## config.mk

```make
export PLATFORM = sky130hd
export DESIGN_NAME = bool_cond_unit
export DESIGN_NICKNAME = d
export VERILOG_FILES = /design/src/rtl/bool_cond_unit.sv
export SDC_FILE = /design/constraint.sdc
export NUM_CORES = 1
export LEC_CHECK = 0
export ABC_CLOCK_PERIOD_IN_PS = 9600
export BUFFER_PORTS_ARGS = -buffer_cell sky130_fd_sc_hd__buf_4
export CAP_MARGIN = 25
export CORE_ASPECT_RATIO = 2
export CORE_UTILIZATION = 52
export CTS_BUF_LIST = sky130_fd_sc_hd__clkbuf_8
export DETAILED_ROUTE_END_ITERATION = 16
export PLACE_DENSITY = 0.89
export SYNTH_ARGS = -nofsm -noshare
export SYNTH_HDL_FRONTEND = slang
export SYNTH_SLANG_ARGS = --single-unit
```

## constraint.sdc

```tcl
create_clock -name clk -period 9.6 [get_ports clk]
set_clock_uncertainty 0.2 [all_clocks]
set_input_delay 1.44 -clock clk [delete_from_list [all_inputs] [get_ports clk]]
set_output_delay 1.44 -clock clk [all_outputs]
set_load 0.02 [all_outputs]
```

## src/rtl/bool_cond_unit.sv

```systemverilog
module bool_cond_unit #(
  parameter int NB    = 16,
  parameter int IW    = $clog2(NB),
  parameter int DW    = 32,
  parameter int OFS_W = 32,
  parameter logic [7:0] SR_ID = 8'd4
) (
  input  logic             clk,
  input  logic             rst,
  input  logic             op_valid,
  input  logic [2:0]       op_cls,
  input  logic [2:0]       op_fn,
  input  logic [IW-1:0]    f_r,
  input  logic [IW-1:0]    f_s,
  input  logic [IW-1:0]    f_t,
  input  logic [7:0]       br_imm,
  input  logic             sr_wr,
  input  logic [7:0]       sr_num,
  input  logic [DW-1:0]    sr_wdata,
  output logic [DW-1:0]    sr_rdata,
  output logic [NB-1:0]    cond_q,
  output logic             mov_en,
  output logic             br_taken,
  output logic [OFS_W-1:0] br_offset,
  output logic             illegal
);
  localparam logic [2:0] CLS_LOG = 3'd1;
  localparam logic [2:0] CLS_RED = 3'd2;
  localparam logic [2:0] CLS_MOV = 3'd3;
  localparam logic [2:0] CLS_BR  = 3'd4;
  localparam int GW = 8;
  localparam int HW = GW / 2;

  logic sr_hit, is_log, is_red, is_mov, is_br;
  logic bit_s, bit_t, log_res, log_ok;
  logic wide, misal, red_res;
  logic [GW-1:0] grp, gx, addend;
  logic [GW:0]   sum;
  logic [NB-1:0] nxt;

  assign sr_hit = sr_wr && (sr_num == SR_ID);
  assign is_log = op_valid && (op_cls == CLS_LOG);
  assign is_red = op_valid && (op_cls == CLS_RED);
  assign is_mov = op_valid && (op_cls == CLS_MOV);
  assign is_br  = op_valid && (op_cls == CLS_BR);

  assign bit_s = cond_q[f_s];
  assign bit_t = cond_q[f_t];

  always_comb begin
    log_ok = 1'b1;
    case (op_fn)
      3'd0:    log_res = bit_s & bit_t;
      3'd1:    log_res = bit_s & ~bit_t;
      3'd2:    log_res = bit_s | bit_t;
      3'd3:    log_res = bit_s | ~bit_t;
      3'd4:    log_res = bit_s ^ bit_t;
      default: begin log_res = 1'b0; log_ok = 1'b0; end
    endcase
  end

  assign wide   = f_r[1];
  assign misal  = wide ? (f_s[2:0] != 3'd0) : (f_s[1:0] != 2'd0);
  assign grp    = GW'(cond_q >> f_s);
  assign gx     = wide ? grp : {{(GW-HW){1'b0}}, grp[HW-1:0]};
  assign addend = f_r[0] ? GW'(1) : (wide ? {GW{1'b1}} : {{(GW-HW){1'b0}}, {HW{1'b1}}});
  assign sum    = {1'b0, gx} + {1'b0, addend};
  assign red_res = wide ? sum[GW] : sum[HW];

  assign illegal  = (is_log && !log_ok) || (is_red && misal);
  assign mov_en   = is_mov && (bit_t == op_fn[0]);
  assign br_taken = is_br && (bit_s == op_fn[0]);
  assign br_offset = OFS_W'(4) + {{(OFS_W-8){br_imm[7]}}, br_imm};
  assign sr_rdata = (sr_num == SR_ID) ? {{(DW-NB){1'b0}}, cond_q} : '0;

  always_comb begin
    nxt = cond_q;
    if (sr_hit)
      nxt = sr_wdata[NB-1:0];
    else if (is_log && log_ok)
      nxt[f_r] = log_res;
    else if (is_red && !misal)
      nxt[f_t] = red_res;
  end

  always_ff @(posedge clk) begin
    if (rst) cond_q <= '0;
    else     cond_q <= nxt;
  end
endmodule


```

==> results of run 1 <==
[worst paths after layout]
kind,start,endpoint,slack (ps),cells past startpoint
setup / recovery,f_s[0],cond_q[3],4740,12
hold / removal,cond_q[0],cond_q[0],470,2
hold reg to reg,cond_q[0],cond_q[0],470,2
setup reg to reg,cond_q[8],cond_q[3],5750,10
[kinds of logic (layout without fill, tap and decap cells)]
family	after synthesis	after routing	synth area share (%)
flops	16	16	10.5
compound gates	103	103	25.9
fa+ha+maj	8	8	3.27
simple gates	174	174	29.4
other cells	1	16	0.123
xor+xnor	6	6	1.72
buf+inv	81	133	16.2
mux	28	28	12.8
[metal layers]
metal  share of wire [%]  up-vias  GRT usage (%)
met4                 7.7        0           23.7
met5                   0        -              0
met2                  53      232           61.7
met3                 7.5       59           1.99
li1                    -     1633              -
met1                  31     1649           32.0
[cell type report]
cell class	instances	area, um^2	share of cell area (%)
timing repair buffer	121	910	24.7
sequential	16	320	8.71
tap	61	76.3	2.07
inverter	9	33.8	0.918
clock buffer	3	41.3	1.12
multi-input combinational	335	2300	62.4
[power groups by stage]
stage                     clock network (W)  registers [W]  logic [W]
after floorplan                           0      0.0000692  0.0000787
after global placement                    0      0.0000692   0.000104
after detailed placement                  0      0.0000692   0.000106
after CTS                         0.0000529      0.0000677   0.000106
after global routing              0.0000542      0.0000678   0.000114
final                             0.0000535      0.0000678   0.000108
[per-stage QoR]
stage          worst slack (ps)  power [W]  cell area, um^2  util, %
2_1_floorplan              4220   0.000148             3110        -
3_3_place_gp               4400   0.000173             3620     63.4
3_5_place_dp               4520   0.000176             3630     63.6
4_1_cts                    4760   0.000227             3670     64.3
5_1_grt                    4590   0.000236             3680     64.4
6_report                   4740   0.000229             3680     64.4
[critical path, delay by kind of cell]
kind                       cells  cell delay, ps
muxes                          1             530
AOI/OAI and AO/OA              5            1520
buffers and inverters          1             250
and+or+nand+nor                4             780
adders and majority gates      1             280
[layout by cell type (no fill, tap or decap), types with 3 or more instances in the layout]
master and instances:
nor4_1 3, o21ai_2 10, mux2_2 3, nand2_1 35
nor2_1 41, a311oi_1 8, o21ai_0 20, dfxtp_1 16
conb_1 16, and3_1 20, nand3_1 21, o22ai_1 17
clkbuf_8 3, mux4_2 7, a21oi_1 10, nand4b_1 3
a21o_1 4, buf_4 119, xnor2_1 4, nand2b_1 9
a311oi_2 9, inv_1 8, o22a_1 3, a211oi_1 3
nand4_1 4, mux2i_1 16, ha_1 8, nor3_1 22
==> results.toml, run 1 <==
[power]
switchingPower_w = 0.0000916
p_int_w = 0.000137
swShare_pct = 40.0
p_per_area_nw_per_um2 = 62.3
leakagePower_nw = 1.61
ir_drop_uv = 75.3
p_seq_share_pct = 29.6
power_frac_clock_pct = 23.4
p_comb_share_pct = 47.1

[synth]
syn_area_per_cell_um2 = 7.33
synth.most_common_cell = "buf_4"
synth_cells = 417
synth_area_um2 = 3060
yosys-top-cells-area = "buf_4, dfxtp_1, mux2i_1, mux4_2, nor2_1"
synth-main-ff-cell = "dfxtp_1"
synth_seq_cells = 16
synth_common_cells = "buf_4, nor2_1, nand2_1"
ys_types = 62
synth_top_cell_by_area = "buf_4"
yosysWarningCount = 0
yosysTopAreaCellShare_pct = 10.6
ys_seq_area_share_pct = 10.5
synth_edf_count = 0
async_flop_share_pct = 0

[worst_setup_path]
cp_data_arrival_time_ps = 4820
path_max_fanout = 21
crit_type = "input pin to flip-flop"
worst_setup_path_start_kind = "input pin"
slowest_delay_ps = 640
cp-end-kind = "flip-flop"
path_cells = "buf_4 -> mux4_2 -> and2_1 -> a211oi_1 -> a21oi_1 -> ha_1 -> and3_1 -> and4_1 -> o31a_1 -> o21ai_2 -> nand3_1 -> a311oi_2"
slowest_stage = "o21ai_2"
required_ps = 9560

[timing]
setup_violations = 0
max_freq_mhz = 206
fin_crit_ps = 4860
worst_pin_slew_ps = 1060
setup_tns_ps = 0
hold_viol_final = 0
slew_violations = 0
hold_ws_ps = 471
rsz0062_at_grt = "no"
fin_crit_sh_pct = 50.6
maxSlewHeadroom_pct = 29.5

[clocking]
cts_buffers = 3
cts.path.max_buffers = 2
tritoncts = "yes"
postCtsSetupRepairBufs = 0
h-tree-depth = 1
cts_hold_buf = 0
ctsResizeCount = 0
clock-sinks = 16
clk_pin_slew_ps = 70
clk_latency_ps = 250
cts_root_buf = "clkbuf_8"

[placement]
place_hpwl_um = 8140
gp_congestion = 1.03
io_buffers = 116
placedCellCount = 541

[die]
rows = 39
die_area_um2 = 6210
dieHeight_um = 110
initial_utilization_pct = 53.6
die_w_um = 56.2
core-area_um2 = 5710
ioPinCount = 153

[grt]
grt_pass1_vias = 3320
gr-total-overflow = 0
grt_pass1_wl_um = 16200
antenna_found_initial = 0
grt_max_degree = 32
track_usage_pct = 32.7

[detailed_routing]
wl_um = 10600
drc = 0
via_per_inst = 6.56
num_vias = 3573
ant_nets = 0
drt_iter0_markers = 181
wl_per_cell_um = 19.4
first_pass_iters = 4

[cells_and_area]
largest_register_ff_count = 16
drive_above_1_share_pct = 33.7
regMostFlops = "cond_q"
area_growth_pct = 20.3
fin_nets = 564
reg_top3 = "cond_q: 16 flops"
fillerInstances = 528
final_cells = 545
antenna_cells = 0

[min_path]
hp-class = "flip-flop to flip-flop"

[run_status]
status = "complete, no violations"

[flow_run]
cap_violations = 0
(Power assumes the default switching activity.)
==> run 2: changes to the inputs <==
==> config.mk (replaced) <==
export PLATFORM = sky130hd
export DESIGN_NAME = bool_cond_unit
export DESIGN_NICKNAME = d
export VERILOG_FILES = /design/src/rtl/bool_cond_unit.sv
export SDC_FILE = /design/constraint.sdc
export NUM_CORES = 1
export LEC_CHECK = 0
export ABC_CLOCK_PERIOD_IN_PS = 4400
export BUFFER_PORTS_ARGS = -buffer_cell sky130_fd_sc_hd__buf_4
export CAP_MARGIN = 25
export CORE_ASPECT_RATIO = 2
export CORE_UTILIZATION = 44
export CTS_BUF_LIST = sky130_fd_sc_hd__clkbuf_8
export DETAILED_ROUTE_END_ITERATION = 16
export PLACE_DENSITY = 0.81
export SYNTH_ARGS = -nofsm -noshare
export SYNTH_HDL_FRONTEND = slang
export SYNTH_SLANG_ARGS = --single-unit
==> constraint.sdc (replaced) <==
create_clock -name clk -period 4.4 [get_ports clk]
set_clock_uncertainty 0.2 [all_clocks]
set_input_delay 0.66 -clock clk [delete_from_list [all_inputs] [get_ports clk]]
set_output_delay 0.66 -clock clk [all_outputs]
set_load 0.02 [all_outputs]
==> run 2 against run 1 <==
Clock power increased to 2.6 times the previous value. Core utilization decreased by 7.9 points. Routed wire length increased by 7.4%. Via count increased by 0.59%. Clock-buffer cell count increased by 1. Die area increased by 18%. Combinational power increased by 120%. Largest power group unchanged.
==> results.toml, run 2 (synthesis gave the netlist of run 1 again) <==
[cells_and_area]
antenna_cells = 0
fin_nets = 570
area_growth_pct = 23.3
final_common_cell = "buf_4"
largest_register_ff_count = 16
drive_above_1_share_pct = 34.6
reg_top3 = "cond_q: 16 flops"
final_cells = 579
final_cell_mix = "buf_4, nor2_1, nand2_1"
regMostFlops = "cond_q"

[clocking]
cts.path.max_buffers = 2
clock-sinks = 16
cts_buffers = 3
h-tree-depth = 1
cts_hold_buf = 0
clk_pin_slew_ps = 70
clk_latency_ps = 260
postCtsSetupRepairBufs = 0
ctsResizeCount = 0
tritoncts = "yes"
cts_root_buf = "clkbuf_8"

[worst_setup_path]
r2r_start = "cond_q[5]"
cp-end-kind = "flip-flop"
r2r-end = "cond_q[0]"
worst_setup_path_start_kind = "input pin"
crit_family = "multiplexers"
path_max_fanout = 21
crit_type = "input pin to flip-flop"
reg2reg_slack_ps = 890
startpoint = "f_s[0]"
required_ps = 4370
cp_data_arrival_time_ps = 3740
cpMostUsedCell = "buf_4"
slowest_stage = "mux4_2"
slowest_delay_ps = 640
reg2reg_depth = 11
path_cells = "buf_4 -> mux4_2 -> mux2i_1 -> a21oi_1 -> ha_1 -> and3_1 -> and4_1 -> o31a_1 -> o21ai_2 -> buf_4 -> nand4_1 -> a311oi_1"
path_buf_inv = 2

[run_status]
status = "complete, no violations"

[grt]
grt_max_degree = 31
antenna_found_initial = 0
grt_pass1_vias = 3481
gr-total-overflow = 0
track_usage_pct = 31.7
grt_pass1_wl_um = 17100

[placement]
place_hpwl_um = 8820
io_buffers = 116
placedCellCount = 575
pre_cts_ws_ps = 410
gp_congestion = 1.00

[detailed_routing]
num_vias = 3594
wl_per_cell_um = 19.6
wl_um = 11300
via_per_inst = 6.21
ant_nets = 0
drt_iter0_markers = 292
first_pass_iters = 5
drc = 0

[die]
initial_utilization_pct = 45.8
die_area_um2 = 7310
dieHeight_um = 120
ioPinCount = 153
rows = 42
core-area_um2 = 6670
die_w_um = 61.0

[power]
ir_drop_uv = 164
leakagePower_nw = 1.65
p_per_area_nw_per_um2 = 140

[timing]
setup_ws_ps = 622
fin_crit_sh_pct = 85.9
hold_ws_ps = 526
fin_crit_ps = 3780
slew_violations = 0
rsz0062_at_grt = "no"
setup_tns_ps = 0
max_freq_mhz = 265
setup_violations = 0
hold_viol_final = 0

[min_path]
hold_start = "cond_q[12]"
min_to = "cond_q[12]"
min_path_cells = 2
hp-class = "flip-flop to flip-flop"

[flow_run]
cap_violations = 0
## run 2: worst register-to-register path, cell delays in order, from the launching register on
cell	delay, ps
dfxtp_1	550
mux2i_1	160
mux4_2	520
a21oi_1	220
ha_1	260
and3_1	210
and4_1	230
o31a_1	310
o21ai_2	140
buf_4	240
nand4_1	160
a311oi_1	240
## run 2: metal layers
metal / up-vias / part of all wire [%] / global-route usage [%]
li1: 1643 / - / -
met2: 209 / 53 / 56.0
met3: 62 / 6.1 / 3.45
met1: 1680 / 33 / 31.3
met4: 0 / 8.0 / 25.0
met5: - / 0 / 0
## run 2: layout make-up
class | instances | area (um^2)
flip-flops and latches | 16 | 320
inverters | 9 | 33.8
clock buffers | 4 | 55.1
repair buffers | 127 | 953
fillers | 646 | 2900
well taps | 88 | 110
multi-input cells | 335 | 2300
## run 2: worst max-delay path by stage
stage	end	slack (ps)	cells after the start
floorplan	cond_q[10]	580	14
global placement	cond_q[0]	510	12
detailed placement	cond_q[0]	410	12
CTS	cond_q[0]	660	12
global route	cond_q[0]	410	13
finish	cond_q[0]	620	12
## run 2: stage by stage
step	utilization [%]	total power, W	area, um^2
2_1_floorplan	-	0.000323	3110
4_1_cts	56.5	0.000525	3770
5_1_grt	56.5	0.000550	3770
6_report	56.5	0.000526	3770
3_5_place_dp	55.7	0.000386	3710
3_3_place_gp	55.7	0.000382	3710
## run 2: power breakdown
group / total [W] / internal [W] / switching (W)
Sequential: 0.000148 / 0.000146 / 0.00000207
Clock: 0.000140 / 0.0000797 / 0.0000605
Combinational: 0.000239 / 0.0000950 / 0.000144
